File: src/rtl/irq_router_pkg.sv
package irq_router_pkg;
    localparam int SRC_N       = 16;
    localparam int OUT_N       = 5;
    localparam int FLD_W       = 3;
    localparam int FLD_PER_REG = 5;
    localparam int ASG_REGS    = 2;
    localparam int ASG_SRC     = FLD_PER_REG * ASG_REGS;
    localparam int OFF_W       = 5;
    localparam int DATA_W      = 16;

    localparam logic [OFF_W-1:0] OFF_PEND  = 5'h00;
    localparam logic [OFF_W-1:0] OFF_MASK0 = 5'h0C;
    localparam logic [OFF_W-1:0] OFF_MASK1 = 5'h06;
    localparam logic [OFF_W-1:0] OFF_ASG0  = 5'h04;
    localparam logic [OFF_W-1:0] OFF_ASG1  = 5'h1C;

    // byte offset of route register r of bank b (window 0)
    function automatic logic [OFF_W-1:0] asg_off(input int b, input int r);
        return (b == 0 ? OFF_ASG0 : OFF_ASG1) + OFF_W'(2 * r);
    endfunction

    // default line of source s in bank b
    function automatic int asg_default(input int b, input int s);
        if (b == 0 && s == 2) return 1;
        if (b == 1 && s == 0) return 2;
        return 0;
    endfunction
endpackage

File: src/rtl/irq_router_regs.sv
module irq_router_regs
    import irq_router_pkg::*;
#(
    parameter int NSRC = SRC_N,
    parameter int NOUT = OUT_N,
    parameter int FW   = FLD_W
) (
    input  logic                         clk,
    input  logic                         rst_n,
    input  logic                         wr_en,
    input  logic                         win_sel,
    input  logic [OFF_W-1:0]             reg_off,
    input  logic [DATA_W-1:0]            wr_data,
    input  logic [1:0][NSRC-1:0]         src,
    output logic [DATA_W-1:0]            rd_data,
    output logic [1:0][NSRC-1:0]         mask_q,
    output logic [1:0][NSRC-1:0][FW-1:0] asg_q
);
    localparam logic [FW-1:0] FLD_MAX = FW'(NOUT - 1);

    function automatic logic [1:0][NSRC-1:0][FW-1:0] build_rst();
        logic [1:0][NSRC-1:0][FW-1:0] m;
        for (int b = 0; b < 2; b++)
            for (int s = 0; s < NSRC; s++)
                m[b][s] = FW'(asg_default(b, s));
        return m;
    endfunction
    localparam logic [1:0][NSRC-1:0][FW-1:0] ASG_RST = build_rst();

    logic                         wr_w0, wr_w1;
    logic [1:0][NSRC-1:0][FW-1:0] asg_nxt;

    assign wr_w0 = wr_en && !win_sel;
    assign wr_w1 = wr_en &&  win_sel;

    always_ff @(posedge clk or negedge rst_n) begin
        if (!rst_n) begin
            mask_q <= '0;
        end else begin
            if (wr_w0 && reg_off == OFF_MASK0) mask_q[0] <= wr_data[NSRC-1:0];
            if (wr_w1 && reg_off == OFF_MASK1) mask_q[1] <= wr_data[NSRC-1:0];
        end
    end

    for (genvar b = 0; b < 2; b++) begin : g_bank
        for (genvar s = 0; s < NSRC; s++) begin : g_src
            if (s < ASG_SRC) begin : g_prog
                localparam int RIDX  = s / FLD_PER_REG;
                localparam int SHIFT = (s % FLD_PER_REG) * FW;
                logic          hit;
                logic [FW-1:0] val;
                assign hit = wr_w0 && (reg_off == asg_off(b, RIDX));
                assign val = wr_data[SHIFT +: FW];
                assign asg_nxt[b][s] = (hit && val <= FLD_MAX) ? val : asg_q[b][s];
            end else begin : g_fixed
                assign asg_nxt[b][s] = '0;
            end
        end
    end

    always_ff @(posedge clk or negedge rst_n) begin
        if (!rst_n) asg_q <= ASG_RST;
        else        asg_q <= asg_nxt;
    end

    always_comb begin
        rd_data = '0;
        if (!win_sel) begin
            if (reg_off == OFF_PEND)       rd_data = src[0];
            else if (reg_off == OFF_MASK0) rd_data = mask_q[0];
            for (int b = 0; b < 2; b++)
                for (int r = 0; r < ASG_REGS; r++)
                    if (reg_off == asg_off(b, r))
                        for (int k = 0; k < FLD_PER_REG; k++)
                            rd_data[k*FW +: FW] = asg_q[b][r*FLD_PER_REG + k];
        end else begin
            if (reg_off == OFF_PEND)       rd_data = src[1];
            else if (reg_off == OFF_MASK1) rd_data = mask_q[1];
        end
    end
endmodule

File: src/rtl/irq_router_route.sv
module irq_router_route
    import irq_router_pkg::*;
#(
    parameter int NSRC = SRC_N,
    parameter int NOUT = OUT_N,
    parameter int FW   = FLD_W
) (
    input  logic                         clk,
    input  logic                         rst_n,
    input  logic [1:0][NSRC-1:0]         src,
    input  logic [1:0][NSRC-1:0]         mask_q,
    input  logic [1:0][NSRC-1:0][FW-1:0] asg_q,
    output logic [NOUT-1:0]              cpu_int
);
    logic [NOUT-1:0] line_hit;

    always_comb begin
        line_hit = '0;
        for (int n = 0; n < NOUT; n++)
            for (int b = 0; b < 2; b++)
                for (int s = 0; s < NSRC; s++)
                    if (src[b][s] && mask_q[b][s] && asg_q[b][s] == FW'(n))
                        line_hit[n] = 1'b1;
    end

    always_ff @(posedge clk or negedge rst_n) begin
        if (!rst_n) cpu_int <= '0;
        else        cpu_int <= line_hit;
    end
endmodule

File: src/rtl/irq_router_cascade.sv
module irq_router_cascade
    import irq_router_pkg::*;
#(
    parameter int NSRC = SRC_N,
    parameter int FW   = FLD_W,
    localparam int SW  = $clog2(NSRC)
) (
    input  logic [1:0][NSRC-1:0]         mask_q,
    input  logic [1:0][NSRC-1:0][FW-1:0] asg_q,
    input  logic [FW-1:0]                query_sel,
    output logic                         dec_valid,
    output logic                         dec_bank,
    output logic [SW-1:0]                dec_src
);
    always_comb begin
        dec_valid = 1'b0;
        dec_bank  = 1'b0;
        dec_src   = '0;
        for (int b = 0; b < 2; b++)
            for (int s = 0; s < NSRC; s++)
                if (!dec_valid && mask_q[b][s] && asg_q[b][s] == query_sel) begin
                    dec_valid = 1'b1;
                    dec_bank  = 1'(b);
                    dec_src   = SW'(s);
                end
    end
endmodule

File: src/rtl/irq_router.sv
module irq_router
    import irq_router_pkg::*;
(
    input  logic              clk,
    input  logic              rst_n,
    input  logic [SRC_N-1:0]  src_b0,
    input  logic [SRC_N-1:0]  src_b1,
    input  logic              wr_en,
    input  logic              win_sel,
    input  logic [OFF_W-1:0]  reg_off,
    input  logic [DATA_W-1:0] wr_data,
    output logic [DATA_W-1:0] rd_data,
    output logic [OUT_N-1:0]  cpu_int,
    input  logic [FLD_W-1:0]  query_sel,
    output logic              dec_valid,
    output logic              dec_bank,
    output logic [$clog2(SRC_N)-1:0] dec_src
);
    logic [1:0][SRC_N-1:0]            src;
    logic [1:0][SRC_N-1:0]            mask_q;
    logic [1:0][SRC_N-1:0][FLD_W-1:0] asg_q;

    assign src = {src_b1, src_b0};

    irq_router_regs #(.NSRC(SRC_N), .NOUT(OUT_N), .FW(FLD_W)) i_regs (
        .clk(clk), .rst_n(rst_n), .wr_en(wr_en), .win_sel(win_sel),
        .reg_off(reg_off), .wr_data(wr_data), .src(src),
        .rd_data(rd_data), .mask_q(mask_q), .asg_q(asg_q)
    );

    irq_router_route #(.NSRC(SRC_N), .NOUT(OUT_N), .FW(FLD_W)) i_route (
        .clk(clk), .rst_n(rst_n), .src(src), .mask_q(mask_q),
        .asg_q(asg_q), .cpu_int(cpu_int)
    );

    irq_router_cascade #(.NSRC(SRC_N), .FW(FLD_W)) i_cascade (
        .mask_q(mask_q), .asg_q(asg_q), .query_sel(query_sel),
        .dec_valid(dec_valid), .dec_bank(dec_bank), .dec_src(dec_src)
    );
endmodule

File: config.mk
export PLATFORM = sky130hd
export DESIGN_NAME = irq_router
export DESIGN_NICKNAME = d
export VERILOG_FILES = /design/src/rtl/irq_router_pkg.sv /design/src/rtl/irq_router_regs.sv /design/src/rtl/irq_router_route.sv /design/src/rtl/irq_router_cascade.sv /design/src/rtl/irq_router.sv
export SDC_FILE = /design/constraint.sdc
export NUM_CORES = 1
export LEC_CHECK = 0
export BUFFER_PORTS_ARGS = -buffer_cell sky130_fd_sc_hd__buf_2
export CAP_MARGIN = 20
export CORE_MARGIN = 5
export CORE_UTILIZATION = 27
export DETAILED_ROUTE_END_ITERATION = 10
export PLACE_DENSITY = 0.45
export SYNTH_ARGS = -nofsm -noshare
export SYNTH_HDL_FRONTEND = slang
export SYNTH_HIERARCHICAL = 1
export SYNTH_SLANG_ARGS = --single-unit
File: constraint.sdc
create_clock -name clk -period 2.7 [get_ports clk]
set_input_delay 0.54 -clock clk [delete_from_list [all_inputs] [get_ports clk]]
set_output_delay 0.54 -clock clk [all_outputs]
set_load 0.02 [all_outputs]
After elaboration in Yosys (flattened, before gate mapping)

Cells that the tools add are included.

Flip-flop bits (word level): 97
Input bits: 60
Output and inout port bits: 27
Word-level logic and storage cells: 610

Magnitude comparators: 5
Equal/unequal tests: 105
Muxes and demuxes: 200
Reduce and logical (&&, ||, !) cells: 277

Operator list:

| operator                                              | count |
|---|---|
| logical AND 1 bit                                     | 223 |
| 2-to-1 mux 1 bit                                      | 161 |
| equality test 3 x 2 -> 1 bit, second input constant   | 40 |
| 2-to-1 mux 4 bit                                      | 30 |
| 2-to-1 mux 16 bit                                     | 5 |
| zero test 3 bit                                       | 21 |
| equality test 3 x 1 -> 1 bit, second input constant   | 20 |
| equality test 3 bit                                   | 20 |
| equality test 3 bit, second input constant            | 20 |
| 2-to-1 mux 15 bit                                     | 4 |
| zero test 1 bit                                       | 32 |
| less-or-equal comparator 3 bit, second input constant | 5 |
| equality test 5 x 3 -> 1 bit, second input constant   | 2 |
| equality test 5 bit, second input constant            | 2 |
| equality test 5 x 4 -> 1 bit, second input constant   | 1 |
| zero test 5 bit                                       | 1 |

Longest topological paths before layout

Gate-level depths: netlist (run 1).

Depth in word-level cells: 127
Gate-level depth with buffers: 10
Mapped depth without buffers: 7

Modules after synthesis

The synthesis (run 1) kept the hierarchy.

Modules (own cells, without submodules):

| module             | times used | cells each | area an instance (sq um) | sequential area each (sq um) |
|---|---|---|---|---|
| irq_router_regs    | 1          | 466        | 4977.3                   | 2304.7 |
| irq_router_route   | 1          | 276        | 1896.8                   | 125.1 |
| irq_router_cascade | 1          | 213        | 1700.4                   | 0.0 |

Least setup slack after synthesis (run 1)

Ideal clock, no wire load.

Path type: input to output
Start: in query_sel[2]
End: out dec_src[1]
Data arrival time: 2.337 ns
Path slack: -0.177 ns
Stages on the path: 9
Cell sequence: buf_4 > buf_12 > buf_8 > xnor2_1 > nand4_1 > nand2_2 > nor4_4 > nand3_1 > o311ai_1

Cells in the longest elaborated chain, start to end: 127
Elaborated cells on any way between the ends: 176
Classes of those cells: eq/ne: 20; mux: 61; reduce/logical: 95

RTL lines:

| what                           | RTL line                 | text |
|---|---|---|
| start, declared                | irq_router.sv:14         | `input logic [FLD_W-1:0] query_sel,` |
| equality test 3 bit            | irq_router_cascade.sv:21 | `if (!dec_valid && mask_q[b][s] && asg_q[b][s] == query_sel) begin` |
| logical AND 1 bit              | irq_router_cascade.sv:21 |  |
| 2-to-1 mux 1 bit               | irq_router_cascade.sv:21 |  |
| zero test 1 bit                | irq_router_cascade.sv:21 |  |
| logical AND 1 bit (2 in a row) | irq_router_cascade.sv:21 |  |
| 2-to-1 mux 1 bit               | irq_router_cascade.sv:21 |  |
| zero test 1 bit                | irq_router_cascade.sv:21 |  |
| logical AND 1 bit (2 in a row) | irq_router_cascade.sv:21 |  |
| (+106 left out)                | --                       |  |
| logical AND 1 bit (2 in a row) | irq_router_cascade.sv:21 |  |
| 2-to-1 mux 1 bit               | irq_router_cascade.sv:21 |  |
| zero test 1 bit                | irq_router_cascade.sv:21 |  |
| logical AND 1 bit (2 in a row) | irq_router_cascade.sv:21 |  |
| 2-to-1 mux 1 bit               | irq_router_cascade.sv:21 |  |
| zero test 1 bit                | irq_router_cascade.sv:21 |  |
| logical AND 1 bit (2 in a row) | irq_router_cascade.sv:21 |  |
| 2-to-1 mux 4 bit (*)           | irq_router_cascade.sv:21 |  |
| end, declared                  | irq_router.sv:17         | `output logic [$clog2(SRC_N)-1:0] dec_src` |

Mark *: on every way between the ends. The rest lies on a longest branch, timed or not.

Final worst setup path (run 1)

Start: in query_sel[1]
End: out dec_src[0]

The elaborated chain is that of the path after synthesis.

==> results of run 1 <==
[per-stage QoR]
stage	cells	setup slack, ns
2_1_floorplan	990	0.000757
3_3_place_gp	1556	-0.328
3_5_place_dp	1556	-0.368
4_1_cts	1595	-0.152
5_1_grt	1599	-0.259
6_report	1599	-0.192
[synthesized netlist by cell type, drive strengths merged, types with 3 or more instances]
library cell / number / area, µm²
and3b: 7 / 61.3
nor4b: 30 / 284
and2: 3 / 18.8
nand3: 12 / 60.1
xnor2: 96 / 841
nand4b: 5 / 43.8
or4: 3 / 22.5
a32oi: 3 / 26.3
nor3: 14 / 81.3
buf: 58 / 508
nor2: 45 / 169
a21oi: 21 / 105
o21a: 15 / 113
nor3b: 9 / 67.6
nor4bb: 6 / 60.1
o21ai: 58 / 290
a31oi: 4 / 25.0
or4b: 10 / 100
nor4: 42 / 293
mux2: 73 / 860
o2111ai: 3 / 26.3
and3: 7 / 43.8
nand4: 51 / 387
a311oi: 3 / 26.3
dfrtp: 95 / 2380
and4b: 3 / 33.8
clkbuf: 17 / 63.8
o22ai: 5 / 31.3
nand2: 93 / 359
nand3b: 5 / 37.5
and4: 5 / 43.8
o32a: 21 / 210
inv: 40 / 150
o211ai: 18 / 135
a2111oi: 10 / 87.6
nand2b: 6 / 37.5
a22oi: 32 / 240
[power groups by stage]
| stage | clock network [W] | registers, W | logic (W) |
|---|---|---|---|
| 2_1_floorplan | 0 | 0.00193 | 0.000973 |
| 3_3_place_gp | 0 | 0.00192 | 0.00187 |
| 3_5_place_dp | 0 | 0.00192 | 0.00188 |
| 4_1_cts | 0.00157 | 0.00189 | 0.00201 |
| 5_1_grt | 0.00163 | 0.00192 | 0.00226 |
| 6_report | 0.00154 | 0.00190 | 0.00212 |
[state kept, by name, summed over array words and instances (netlist names)]
register,cells
i_regs/asg_q,60
i_regs/mask_q,32
i_route/cpu_int,5
[what timing repair did]
item,4_1_cts,5_1_grt
pin swaps,36,23
gates resized for setup,47,37
buffers inserted,19,4
hold buffers,1,0
cloned,3,0
endpoints found under the setup margin,6,7
hold endpoints to repair,1,0
[placed cells by master (no fill, tap or decap), types with 11 or more instances in the layout]
master	count
buf_4	156
dfrtp_1	91
nand2_1	87
xnor2_1	80
buf_2	77
mux2_2	63
o21ai_0	55
nor2_1	45
nand4_1	43
nor4_1	40
inv_1	39
conb_1	36
a22oi_1	32
nor4b_1	28
o32a_1	21
a21oi_1	20
o211ai_1	18
xnor2_2	16
buf_12	15
o21a_1	15
buf_6	13
nor3_1	12
nand3_1	11
[kinds of logic after synthesis]
family | share of synthesized area, %
flip-flops | 28.3
buffers and inverters | 8.42
multiplexers | 10.0
AND/OR/NAND/NOR | 26.1
AO/OA/AOI/OAI | 17.3
other | 0.0437
XOR/XNOR | 9.81
[layer usage]
layer  track usage, %  up-vias  wire length [µm]
met4             9.60        0              1670
met3             4.00       89              2870
met5                0        -                 0
li1                 -     4068                 -
met1             31.5     4415             18500
met2             36.8      405             19400
[final cells by class]
type / instances / area share [%]
clock buffer: 11 / 2.23
clock inverter: 5 / 0.761
inverter: 40 / 1.32
multi-input combinational: 778 / 51.2
sequential: 97 / 21.5
tap: 402 / 4.43
timing repair buffer: 266 / 18.6
[worst reg2reg max path, cell delays in order, from the launching register on]
cell and delay [ns]:
dfrtp_1 0.42, buf_4 0.19, and4b_1 0.22, a32oi_1 0.23, o211ai_1 0.12, or4_1 0.44
or4_1 0.61
[worst max-delay path by stage]
stage | cells after the start | from | slack [ns] | to
6_report | 11 | query_sel[1] | -0.19 | dec_src[0]
5_1_grt | 11 | query_sel[0] | -0.26 | dec_src[0]
4_1_cts | 8 | i_regs/asg_q[29] | -0.15 | dec_src[1]
3_5_place_dp | 10 | query_sel[0] | -0.37 | dec_src[1]
3_3_place_gp | 10 | query_sel[0] | -0.33 | dec_src[0]
2_1_floorplan | 9 | query_sel[2] | 0.0008 | dec_src[2]
==> flow_summary.toml, run 1 <==
[synth]
syn_avg_cell_area_um2 = 8.98
synth-main-ff-cell = "dfrtp_1"
ys_ff_latch = 97
yosys_warnings = 6
syn-cell-area_um2 = 8570
synth_edf_count = 0
synthDistinctLibCells = 71
seq_area_frac_synth_pct = 28.3
netlist_instances = 955
async_flop_share_pct = 100

[critical_path]
startpoint_type = "input pin"
worst-r2r-setup-slack_ns = 0.31
critical_path.top_delay_family = "simple AND/OR/NAND/NOR gates"
critical-path-max-stage-delay_ns = 0.33
crit_fanout = 6
reg2reg_from = "i_regs/asg_q[55]"
crit_path_end_kind = "output port"
arrival_ns = 2.35
r2r_cells = 6
required_ns = 2.16
critPathKind = "in -> out"
crit_chain = "buf_12 > buf_12 > xnor2_2 > nand4_1 > nand4_1 > nor4_4 > buf_4 > nand3_1 > a31oi_1 > a211o_1 > buf_6"
worst_r2r_endpoint = "i_route/cpu_int[3]"
cp_slowest_cell = "nor4_4"
crit_buf_inv = 4

[cts]
cts_htree_levels = 3
insertion_delay_ns = 0.37
cts.sink_count = 97
cts_buffers = 9
cts_tree = "done"
clk_pin_slew_ns = 0.07
cts-root-buf = "clkbuf_16"
cts_buffer_depth = 2

[sta]
final.setup.worst_slack_ns = -0.192
finalHoldViolations = 0
tns_ns = -0.574
slew-limit-headroom_pct = 49.7
worst_slew_pin_slew_ns = 0.736
finalCritPeriodShare_pct = 107
fin_skew_ns = 0.0158
whs_ns = 0.434
finalCriticalPeriod_ns = 2.89
setup_viol = 5
max_clock_freq_mhz = 346
slew_viol_final = 0
rsz0062_at_grt = "true"

[run_status]
violations = "negative setup slack"
status = "finished, violations left"

[grt]
antenna_found_initial = 0
overflow = 0
grt_pass1_wl_um = 60100
grt_pass1_vias = 8663
grt_start_max_net_pins = 65
grt_usage_pct = 23.3

[floorplanning]
die-height_um = 188
start_util_pct = 27.2
die_area_um2 = 35400
core-area_um2 = 31500
rows = 65
num_io_pins = 87
die_w_um = 188

[route]
drt_iter0_markers = 953
drt-pass1-iter-count = 6
finalWirelength_um = 42400
via_count = 8977
final_antenna_net_count = 0
via_per_inst = 5.61
drc = 0
wl_per_cell_um = 26.5

[hold_path]
hold_depth = 2
hp-start = "wr_data[15]"
hold_end = "i_regs/mask_q[31]"
min-delay-path-class = "in -> reg"

[power_and_ir_drop]
intPower_w = 0.00351
p_leak_nw = 4.75
ir_drop_mv = 0.315
p_clk_share_pct = 27.6
combPwrFrac_pct = 38.2
total_power_w = 0.00556
power_frac_seq_pct = 34.2
p_sw_share_pct = 37.0
p_switching_w = 0.00206
power_density_nw_per_um2 = 490

[layout]
antenna_cells = 0
synthToLayoutAreaGrowth_pct = 32.3
seq_area_um2 = 2430
layout.nets = 1252
multi_input_area_um2 = 5810
n_fill_cell = 3269
post-route-util_pct = 36.0
drive_above_1_share_pct = 34.9
design_area_um2 = 11300

[placed_design]
dp.final_hpwl_um = 34300
io_buffers = 86
placed_area_um2 = 10400
finalWeightedCongestion = 1.00

[flow_run]
max_cap_viol_count = 0
Power figures use the tool's default switching activity.
==> inputs of run 2 (changes only) <==
--- a/config.mk
+++ b/config.mk
@@ -7,10 +7,13 @@
 export LEC_CHECK = 0
 export BUFFER_PORTS_ARGS = -buffer_cell sky130_fd_sc_hd__buf_2
 export CAP_MARGIN = 20
+export CELL_PAD_IN_SITES_DETAIL_PLACEMENT = 0
+export CELL_PAD_IN_SITES_GLOBAL_PLACEMENT = 1
 export CORE_MARGIN = 5
 export CORE_UTILIZATION = 27
 export DETAILED_ROUTE_END_ITERATION = 10
-export PLACE_DENSITY = 0.45
+export MAX_ROUTING_LAYER = met4
+export PLACE_DENSITY = 0.54
 export SYNTH_ARGS = -nofsm -noshare
 export SYNTH_HDL_FRONTEND = slang
 export SYNTH_HIERARCHICAL = 1
==> run 2 against run 1 <==
  * Via count is 0.22% lower
  * Register-to-register slack lost 0.03 ns
  * Clock skew fell by 0.0032 ns
  * Highest routed layer unchanged
  * Power decreased by 4.1%
  * First-iteration DRC count shrank 3.7%
  * Combinational power is 2% higher
  * The flow still finishes with violations (negative setup slack)
  * Critical path depth increased by 1
  * Flip-flop and latch count unchanged
  * Utilization fell by 0.48 points
  * Cell area fell by 1.3%
  * Critical path type unchanged
  * Global-route usage grew 1.9 points
==> flow_summary.toml, run 2 (same netlist as run 1, synthesis figures left out) <==
[critical_path]
critical_path.top_delay_family = "simple AND/OR/NAND/NOR gates"
crit_buf_inv = 5
required_ns = 2.16
cp_slowest_cell = "nor4_4"
arrival_ns = 2.43
crit_fanout = 7
critical-path-max-stage-delay_ns = 0.36
startpoint_type = "input pin"
crit_path_end_kind = "output port"
critPathKind = "in -> out"
crit_chain = "buf_8 > buf_12 > xnor2_2 > nand4_1 > nand4_1 > nor4_4 > buf_4 > buf_6 > nand3_1 > a31oi_1 > a211o_1 > buf_6"

[sta]
finalCritPeriodShare_pct = 110
max_clock_freq_mhz = 337
worst_slew_pin_slew_ns = 0.797
slew-limit-headroom_pct = 45.5
rsz0062_at_grt = "true"
fin_skew_ns = 0.0127
final.setup.worst_slack_ns = -0.270
finalHoldViolations = 0
finalCriticalPeriod_ns = 2.97
slew_viol_final = 0
setup_viol = 6

[cts]
insertion_delay_ns = 0.38
cts_buffers = 9
cts_buffer_depth = 2
cts-root-buf = "clkbuf_16"
clk_pin_slew_ns = 0.08
cts.sink_count = 97
cts_htree_levels = 3
cts.hold.buffers_added = 0
cts_tree = "done"

[placed_design]
dp.final_hpwl_um = 35800
finalWeightedCongestion = 0.989
io_buffers = 86
place_inst = 1564
placed_area_um2 = 10400
post-place-ws_ns = -0.452

[hold_path]
min-delay-path-class = "in -> async"

[route]
via_count = 8957
drt_iter0_markers = 918
drc = 0
final_antenna_net_count = 0
drt-pass1-iter-count = 5
via_per_inst = 5.59
finalWirelength_um = 44300
wl_per_cell_um = 27.6

[layout]
multi_input_area_um2 = 5720
antenna_cells = 0
top_register = "i_regs/asg_q"
synthToLayoutAreaGrowth_pct = 30.5
instances_no_fill = 1603
layout_common_cells = "163 x buf_4, 93 x dfrtp_1, 89 x xnor2_1, 88 x nand2_1, 77 x buf_2"
design_area_um2 = 11200
seq_area_um2 = 2430
n_fill_cell = 3317
layout.nets = 1256
largest_reg_flops = 60
layout_commonest_cell = "buf_4"
drive_above_1_share_pct = 33.8
top_regs = "i_regs/asg_q (60), i_regs/mask_q (32), i_route/cpu_int (5)"

[floorplanning]
die_w_um = 188
rows = 65
die_area_um2 = 35400
start_util_pct = 27.2
core-area_um2 = 31500
num_io_pins = 87
die-height_um = 188

[run_status]
violations = "negative setup slack"
status = "finished, violations left"

[flow_run]
max_cap_viol_count = 0

[power_and_ir_drop]
ir_drop_mv = 0.284
power_density_nw_per_um2 = 477
p_leak_nw = 4.66

[grt]
grt_pass1_vias = 8715
grt_usage_pct = 25.2
overflow = 0
grt_start_max_net_pins = 50
antenna_found_initial = 1
grt_pass1_wl_um = 62900
==> run 2: cell count changes in the layout (fill, tap and decap cells not counted), moves of 3 or more <==
cell	change
xnor2_2	-11
buf_4	+7
xnor2_1	+9
clkinvlp_4	+3
==> run 2: worst paths after layout <==
kind	startpoint	slack, ns	end	cells after the start
min in group clk	wr_data[15]	0.42	i_regs/mask_q[15]	2
worst max-delay path	query_sel[0]	-0.27	dec_src[0]	12
worst max register to register	i_regs/asg_q[56]	0.28	i_route/cpu_int[3]	6
max in group asynchronous	rst_n	1.77	i_regs/asg_q[6]	2
worst min register to register	i_regs/mask_q[14]	0.60	i_regs/mask_q[14]	1
worst min-delay path	rst_n	0.15	i_regs/asg_q[72]	1
==> run 2: stage by stage <==
step	hold WS, ns	power [W]	util [%]	setup TNS [ns]
2_1_floorplan	0.244	0.00290	-	0
3_3_place_gp	0.565	0.00386	33.2	-2.25
3_5_place_dp	0.585	0.00386	33.2	-2.22
4_1_cts	0.165	0.00525	35.0	-1.04
5_1_grt	0.189	0.00557	35.6	-1.42
6_report	0.155	0.00533	35.6	-1.03
==> run 2: cell type report <==
cell class                 count  area share (%)
timing repair buffer         270            18.9
clock buffer                  11            2.08
clock inverter                 5           0.291
sequential                    97            21.7
multi-input combinational    778            51.1
tap                          402            4.49
inverter                      40            1.34
==> run 2: routing by layer <==
metal | share of wire [%] | up-vias | GRT usage [%]
li1 | - | 4073 | -
met5 | 0 | - | -
met3 | 6.1 | 48 | 3.28
met2 | 45 | 346 | 37.9
met4 | 2.3 | 0 | 6.89
met1 | 47 | 4490 | 35.6
==> run 2: repair_timing <==
item	in CTS	in global routing
pin swaps	22	18
gates cloned	1	1
endpoints found under the setup margin	6	7
setup buffers	12	9
gates resized for setup	43	18
==> run 2: where the power goes <==
group	switching (W)	internal, W	leakage [nW]
combinational	0.00117	0.000990	3.25
sequential	0.000248	0.00165	1.28
clock	0.000649	0.000623	0.122
total	0.00207	0.00326	4.66
